**src/rtl/burst_addr_pkg.sv**
```systemverilog
package burst_addr_pkg;

  typedef enum logic [1:0] {
    BURST_FIXED = 2'd0,
    BURST_INCR  = 2'd1,
    BURST_WRAP  = 2'd2,
    BURST_RSVD  = 2'd3
  } burst_mode_e;

  localparam int unsigned MAX_WRAP_LOG2 = 4;  // wrap lengths 2..16 beats

endpackage

```
**src/rtl/burst_wrap_mask.sv**
```systemverilog
module burst_wrap_mask
  import burst_addr_pkg::*;
#(
  parameter int unsigned ADDR_W = 32,
  parameter int unsigned LEN_W  = 8
) (
  input  logic [LEN_W-1:0]  len_i,
  input  logic [1:0]        size_i,
  output logic [ADDR_W-1:0] mask_o,
  output logic              wrap_ok_o
);

  localparam int unsigned N_LEGAL = MAX_WRAP_LOG2;

  logic [N_LEGAL-1:0] hit;

  // one comparator per legal wrap length (2^k beats)
  for (genvar k = 1; k <= N_LEGAL; k++) begin : g_len
    if (k <= LEN_W) begin : g_fit
      assign hit[k-1] = (len_i == LEN_W'((1 << k) - 1));
    end else begin : g_nofit
      assign hit[k-1] = 1'b0;
    end
  end

  assign wrap_ok_o = |hit;

  always_comb begin
    mask_o = ((ADDR_W'(len_i) + ADDR_W'(1)) << size_i) - ADDR_W'(1);
  end

endmodule

```
**src/rtl/burst_addr_step.sv**
```systemverilog
module burst_addr_step
  import burst_addr_pkg::*;
#(
  parameter int unsigned ADDR_W = 32
) (
  input  logic [ADDR_W-1:0] addr_i,
  input  logic [1:0]        size_i,
  input  burst_mode_e       mode_i,
  input  logic [ADDR_W-1:0] mask_i,
  output logic [ADDR_W-1:0] next_o
);

  logic [ADDR_W-1:0] inc;
  logic [ADDR_W-1:0] sum;

  always_comb begin
    inc = ADDR_W'(1) << size_i;
    sum = addr_i + inc;
    unique case (mode_i)
      BURST_FIXED: next_o = addr_i;
      BURST_WRAP:  next_o = (addr_i & ~mask_i) | (sum & mask_i);
      default:     next_o = sum;
    endcase
  end

endmodule

```
**src/rtl/burst_beat_ctrl.sv**
```systemverilog
module burst_beat_ctrl #(
  parameter int unsigned LEN_W = 8
) (
  input  logic             clk_i,
  input  logic             rst_ni,
  input  logic             start_i,
  input  logic [LEN_W-1:0] len_i,
  input  logic             beat_ready_i,
  output logic             busy_o,
  output logic             last_o,
  output logic             step_o
);

  logic [LEN_W-1:0] left_q;
  logic             busy_q;
  logic             fire;

  assign fire   = busy_q & beat_ready_i;
  assign last_o = busy_q & (left_q == '0);
  assign step_o = fire & ~last_o;
  assign busy_o = busy_q;

  always_ff @(posedge clk_i or negedge rst_ni) begin
    if (!rst_ni) begin
      busy_q <= 1'b0;
      left_q <= '0;
    end else if (start_i) begin
      busy_q <= 1'b1;
      left_q <= len_i;
    end else if (fire) begin
      if (last_o) busy_q <= 1'b0;
      else        left_q <= left_q - LEN_W'(1);
    end
  end

endmodule

```
**src/rtl/burst_addr_gen.sv**
```systemverilog
module burst_addr_gen
  import burst_addr_pkg::*;
#(
  parameter int unsigned ADDR_W = 32,
  parameter int unsigned LEN_W  = 8
) (
  input  logic              clk_i,
  input  logic              rst_ni,
  input  logic              req_valid_i,
  output logic              req_ready_o,
  input  logic [ADDR_W-1:0] req_addr_i,
  input  logic [LEN_W-1:0]  req_len_i,
  input  logic [1:0]        req_size_i,
  input  logic [1:0]        req_burst_i,
  output logic              beat_valid_o,
  input  logic              beat_ready_i,
  output logic [ADDR_W-1:0] beat_addr_o,
  output logic              beat_last_o
);

  logic              busy;
  logic              step;
  logic              req_fire;
  logic              wrap_ok;
  logic [ADDR_W-1:0] mask_d;
  logic [ADDR_W-1:0] next_addr;
  burst_mode_e       mode_d;

  logic [ADDR_W-1:0] addr_q;
  logic [ADDR_W-1:0] mask_q;
  logic [1:0]        size_q;
  burst_mode_e       mode_q;

  assign req_ready_o = ~busy;
  assign req_fire    = req_valid_i & req_ready_o;

  burst_wrap_mask #(.ADDR_W(ADDR_W), .LEN_W(LEN_W)) u_mask (
    .len_i     (req_len_i),
    .size_i    (req_size_i),
    .mask_o    (mask_d),
    .wrap_ok_o (wrap_ok)
  );

  // resolve the effective mode once, at accept time
  always_comb begin
    unique case (req_burst_i)
      2'd0:    mode_d = BURST_FIXED;
      2'd2:    mode_d = wrap_ok ? BURST_WRAP : BURST_INCR;
      default: mode_d = BURST_INCR;
    endcase
  end

  burst_beat_ctrl #(.LEN_W(LEN_W)) u_ctrl (
    .clk_i        (clk_i),
    .rst_ni       (rst_ni),
    .start_i      (req_fire),
    .len_i        (req_len_i),
    .beat_ready_i (beat_ready_i),
    .busy_o       (busy),
    .last_o       (beat_last_o),
    .step_o       (step)
  );

  burst_addr_step #(.ADDR_W(ADDR_W)) u_step (
    .addr_i (addr_q),
    .size_i (size_q),
    .mode_i (mode_q),
    .mask_i (mask_q),
    .next_o (next_addr)
  );

  always_ff @(posedge clk_i or negedge rst_ni) begin
    if (!rst_ni) begin
      addr_q <= '0;
      mask_q <= '0;
      size_q <= '0;
      mode_q <= BURST_FIXED;
    end else if (req_fire) begin
      addr_q <= req_addr_i;
      mask_q <= mask_d;
      size_q <= req_size_i;
      mode_q <= mode_d;
    end else if (step) begin
      addr_q <= next_addr;
    end
  end

  assign beat_valid_o = busy;
  assign beat_addr_o  = addr_q;

endmodule

```
**config.mk**
```make
export PLATFORM = sky130hd
export DESIGN_NAME = burst_addr_gen
export DESIGN_NICKNAME = d
export VERILOG_FILES = /design/src/rtl/burst_addr_pkg.sv /design/src/rtl/burst_wrap_mask.sv /design/src/rtl/burst_addr_step.sv /design/src/rtl/burst_beat_ctrl.sv /design/src/rtl/burst_addr_gen.sv
export SDC_FILE = /design/constraint.sdc
export NUM_CORES = 1
export LEC_CHECK = 0
export ABC_AREA = 1
export BUFFER_PORTS_ARGS = -buffer_cell sky130_fd_sc_hd__buf_2
export CELL_PAD_IN_SITES_DETAIL_PLACEMENT = 1
export CELL_PAD_IN_SITES_GLOBAL_PLACEMENT = 2
export CORE_MARGIN = 2
export CORE_UTILIZATION = 35
export DETAILED_ROUTE_END_ITERATION = 8
export HOLD_SLACK_MARGIN = 0.02
export PLACE_DENSITY_LB_ADDON = 0.1
export SYNTH_ARGS = -nofsm -noshare
export SYNTH_HDL_FRONTEND = slang
export SYNTH_HIERARCHICAL = 1
export SYNTH_SLANG_ARGS = --single-unit
```
**constraint.sdc**
```tcl
create_clock -name clk_i -period 6.46 [get_ports clk_i]
set_input_delay 0.646 -clock clk_i [delete_from_list [all_inputs] [get_ports clk_i]]
set_output_delay 0.646 -clock clk_i [all_outputs]
set_load 0.05 [all_outputs]
```
## After elaboration in Yosys (flattened, before gate mapping)

Cells that the tools add are included.
Widths: inputs -> output; s select.

| operators by class | value |
|---|---|
| $add $sub $neg | 4 |
| equality and inequality tests | 8 |
| shifts and indexed selects | 2 |
| multiplexer cells | 11 |
| bitwise logic cells | 10 |
| reduce and logical (&&, ||, !) cells | 10 |

Operators by type and width:

| cell | count |
|---|---|
| $and 32x32->32 | 2 |
| $mux 32 | 2 |
| $pmux 32 s2 | 1 |
| $add 32x32->32 | 1 |
| $not 32->32 | 1 |
| $or 32x32->32 | 1 |
| $shl 1x2->32 const A | 1 |
| $shl 32x2->32 | 1 |
| $sub 32x1->32 const B | 1 |
| $mux 8 | 3 |
| $add 8x1->9 const B | 1 |
| $eq 8x1->1 const B | 1 |
| $eq 8x2->1 const B | 1 |
| $eq 8x3->1 const B | 1 |
| $eq 8x4->1 const B | 1 |
| $logic_not 8->1 | 1 |
| $sub 8x1->8 const B | 1 |
| $reduce_and 2->1 | 3 |
| $reduce_bool 2->1 | 3 |
| $and 1x1->1 | 4 |
| $eq 2x2->1 const B | 2 |
| $logic_not 2->1 | 2 |
| $ne 2x2->1 const B | 2 |
| $pmux 2 s2 | 1 |
| 4 further kinds | 7 |

| word-level totals | value |
|---|---|
| register bits after elaboration | 77 |
| logic and storage cells | 51 |

## Longest topological paths before layout

| logic depth | value |
|---|---|
| depth in word-level cells | 7 |
| gate-level depth with buffers | 19 |

## Modules after synthesis

Netlist, hierarchy kept.

Modules (own cells, without submodules):

| module | times used | cells an instance | area each (um2) | seq. area each (um2) |
|---|---|---|---|---|
| burst_addr_gen | 1 | 438 | 3240.6 | 1701.6 |
| burst_addr_step | 1 | 444 | 2040.7 | 0.0 |
| burst_wrap_mask | 1 | 155 | 994.7 | 0.0 |
| burst_beat_ctrl | 1 | 93 | 665.6 | 225.2 |

## Worst setup path before layout

No wires, ideal clock.

| timing | value |
|---|---|
| kind | register to output |
| start point | register u_ctrl.busy_q, in the netlist u_ctrl/busy_o |
| end point | output beat_last_o |
| data arrival time | 1954 ps |
| required time | 5814 ps |
| path slack | 3860 ps |
| stages on the path, launching flop included | 2 |
| path buffers | 0 |
| cell sequence | dfrtp_1 nor3b_1 |

| on the way | value |
|---|---|
| cells in the longest elaborated chain, start to end | 1 |

Ends and longest elaborated chain:

| element | line | RTL |
|---|---|---|
| start: declaration | burst_beat_ctrl.sv:15 | `logic busy_q;` |
| start signal: assignment | burst_beat_ctrl.sv:25 | `busy_q <= 1'b0;` |
| start signal: assignment | burst_beat_ctrl.sv:28 | `busy_q <= 1'b1;` |
| start signal: assignment | burst_beat_ctrl.sv:31 | `if (last_o) busy_q <= 1'b0;` |
| $and 1x1->1 | burst_beat_ctrl.sv:19 | `assign last_o = busy_q & (left_q == '0);` |
| end: declaration | burst_addr_gen.sv:18 | `output logic beat_last_o` |

No other way between the ends.

## Worst setup path after layout

| timing | value |
|---|---|
| start point | input req_valid_i |
| end point | register u_ctrl.left_q[3] |

| on the way | value |
|---|---|
| cells in the longest elaborated chain, start to end | 3 |

Ends and longest elaborated chain:

| element | line | RTL |
|---|---|---|
| start: declaration | burst_addr_gen.sv:9 | `input logic req_valid_i,` |
| $and 1x1->1 * | burst_addr_gen.sv:35 | `assign req_fire = req_valid_i & req_ready_o;` |
| $ne 2x2->1 (no line) or $reduce_bool 2->1 (tied branches) | - |  |
| $reduce_and 2->1 (no line) | - |  |
| end signal: assignment | burst_beat_ctrl.sv:29 | `left_q <= len_i;` |
| end signal: assignment | burst_beat_ctrl.sv:32 | `else left_q <= left_q - LEN_W'(1);` |
| end: declaration | burst_beat_ctrl.sv:14 | `logic [LEN_W-1:0] left_q;` |

Mark *: on every way between the ends. The rest lies on a longest branch, timed or not.
A chain may end at the register's enable or synchronous reset.

==> run_results.csv <==
group,metric,value,unit
finish,final_area,0.007771,mm²
drt,routed-wl-met3,849,µm
logic_synthesis,synthTopCellsByArea,"dfrtp_1 (28%), nand2_1 (26%), nand3_1 (11%)",
logic_synthesis,async_reset_ff_frac,1.000,
clock_tree,cts_max_path_buffers,2,
sta,drv_slew,0,
drt,wl_met1,11840,µm
placed_design,gp_congestion,0.8239,
critical_path,critPathLaunchType,"input pin",
placed_design,dp_slack,3326,ps
clock_tree,postCtsSetupRepairBufs,0,
drt,drc,0,
placed_design,port_buffers,82,
floorplanning,num_rows,51,
global_route,grt_pass1_vias,6988,
logic_synthesis,synth.cell_area,0.006942,mm²
clock_tree,clkTransAtPathRegs,70,ps
drt,firstDrtPassIters,5,
flow_run,maxCapViolCount,0,
clock_tree,clock_sinks,77,
sta,fin_skew,12.42,ps
logic_synthesis,syn_area_per_cell,6.143,µm²
drt,drtIter0Drc,314,
sta,finalSetupTns,0,ps
finish,post-route-util,0.3993,
floorplanning,die_w,144.8,µm
drt,highest_layer,"met4",
global_route,overflow,0,
sta,grt_setup_unrepaired,"no",
finish,area_growth,11.95,%
critical_path,path_class,"input pin to register",
logic_synthesis,synth_flop_cell,"dfrtp_1",
run_status,status,"finished, final reports clean",
clock_tree,cts_tree,"built",
drt,drt.antenna.violating_nets,0,
placed_design,dp_hpwl,17120,µm
clock_tree,numCtsBuffers,9,
sta,timing.final.ws_setup,3791,ps
drt,vias,7181,
logic_synthesis,synthesis.nets,1189,
floorplanning,die_h,144.8,µm
logic_synthesis,netlist_instances,1130,
drt,route.met2.wl,10680,µm
critical_path,cp_data_arrival_time,2920,ps
sta,tightest_slew,1253,ps
floorplanning,start_util,0.3567,
logic_synthesis,synth_top_cell_by_area,"dfrtp_1",
sta,clock.fmax,374.6,MHz
sta,hold-worst-slack,89.66,ps
placed_design,placed_cell_area,0.007415,mm²
floorplanning,dieArea,0.02098,mm²
floorplanning,boundaryPins,83,
logic_synthesis,yosys.area.top_type_share,0.2776,
sta,slew_headroom,0.1428,
global_route,grt_use_total,0.2349,
drt,via_per_inst,4.959,
logic_synthesis,synthDistinctLibCells,47,
finish,layout.nets,1237,
pwr,p_total,3.456,mW
pwr,power_per_cell_area,444.8,mW/mm²
logic_synthesis,ys_seq_area_frac,0.2776,
clock_tree,worstSkewPairLatency,360,ps
logic_synthesis,yosys_warnings,6,
global_route,antenna_found_initial,0,
sta,period_needed,2669,ps
global_route,grt_pass1_wl,38160,µm
floorplanning,core_area,0.01946,mm²
critical_path,endpoint_kind,"register",
sta,hold_violations,0,
critical_path,worstPathRequired,6710,ps
clock_tree,holdBufCountCts,0,
pwr,power.leakage,4.206,nW
pwr,peakVddDrop,0.0001509,V
global_route,grt_max_degree,101,
sta,setup_viol,0,
logic_synthesis,synth-edff-count,0,
drt,wirelength,23520,µm
logic_synthesis,synth_seq_cells,77,
finish,antenna_cells,0,
critical_path,worstPathMaxFanout,49,
drt,wire_per_inst,16.24,µm
finish,fin_cells,1448,
clock_tree,h-tree-depth,3,
placed_design,place_inst,1432,
clock_tree,cts_resized,0,
sta,post-route-period-util,0.4132,
finish,layout-drive-gt1-share,0.1598,
min_path,hp-class,"input pin to async pin",
clock_tree,cts-root-buf,"clkbuf_16",
cell families after synthesis:
| family | count (synthesis) | share of synthesized area |
|---|---|---|
| simple gates | 814 | 0.5269 |
| compound gates | 53 | 0.05155 |
| flops | 77 | 0.2776 |
| xor+xnor | 13 | 0.01640 |
| fa+ha+maj | 11 | 0.02091 |
| mux | 1 | 0.001622 |
| buf+inv | 161 | 0.1051 |
cells in the mapped netlist (2+ instances only):
master and n:
nand2_1 483, nand3_1 155, inv_1 101, nor2_1 89, dfrtp_1 77, buf_2 26, nand2_2 17, o21ai_0 15
buf_4 12, nor2_2 12, ha_1 10, nand3_2 10, nand4_1 10, a21oi_1 9, nand2_4 9, nor2_4 9
inv_2 8, xor2_1 8, nand3b_1 7, clkbuf_1 6, o21ai_1 6, buf_6 5, o211ai_1 5, xnor2_1 5
o2111ai_1 4, o21ai_2 4, or2_2 4, a21oi_2 3, nor3_2 2, o21bai_1 2
report_power, final:
part           leakage, nW  switching (mW)  total (mW)  internal [mW]
logic                 3.05            1.32        1.87          0.552
registers            0.986           0.305       0.957          0.652
clock network        0.171           0.237       0.630          0.393
sequential cells by signal, indices dropped and copies added, names as in the netlist:
| name | count |
|---|---|
| beat_addr_o | 32 |
| mask_q | 32 |
| u_ctrl/left_q | 8 |
| mode_q | 2 |
| size_q | 2 |
| u_ctrl/busy_o | 1 |
cell usage in the layout (no fill, tap or decap), types with 5 or more instances in the layout:
master,count
nand2_1,483
nand3_1,155
inv_1,101
nor2_1,89
buf_2,81
dfrtp_1,77
nand2_2,17
o21ai_0,15
nor2_2,12
nand4_1,10
ha_1,10
nand3_2,10
nor2_4,9
nand2_4,9
clkbuf_16,9
a21oi_1,9
inv_2,8
xor2_1,8
buf_4,7
nand3b_1,7
o21ai_1,6
xnor2_1,5
o211ai_1,5
area by class of cell:
cell class	count	area (µm²)
Clock buffer	10	239.0
Fill cell	2676	11690
Clock inverter	6	117.6
Sequential cell	77	1927
Timing Repair Buffer	88	457.9
Inverter	110	412.9
Multi-Input combinational cell	892	4285
Tap cell	265	331.6
critical path, cell delays in order:
cell and delay (ps):
buf_2 550, inv_2 90, nor2_4 810, inv_1 390, nand3_1 180, nand2_1 60, nand2_1 80, o21ai_2 50
layer usage:
layer	GRT usage	vias up
li1	-	3642
met1	0.3371	3415
met2	0.3816	114
met3	0.03356	10
met4	0.03679	0
met5	0	-
path summary, 6_finish.rpt:
| path | from | endpoint | slack, ps | cells past startpoint |
|---|---|---|---|---|
| worst max-delay path | req_valid_i | u_ctrl/left_q[3] | 3790 | 8 |
| worst min-delay path | rst_ni | u_ctrl/left_q[1] | 90 | 1 |
| worst max register to register | u_ctrl/left_q[0] | beat_addr_o[29] | 3860 | 10 |
| worst min register to register | mask_q[3] | mask_q[3] | 490 | 2 |
| max in group asynchronous | rst_ni | mask_q[25] | 5170 | 2 |
| min in group clk_i | mask_q[3] | mask_q[3] | 490 | 2 |
Power figures use the tool's default switching activity.
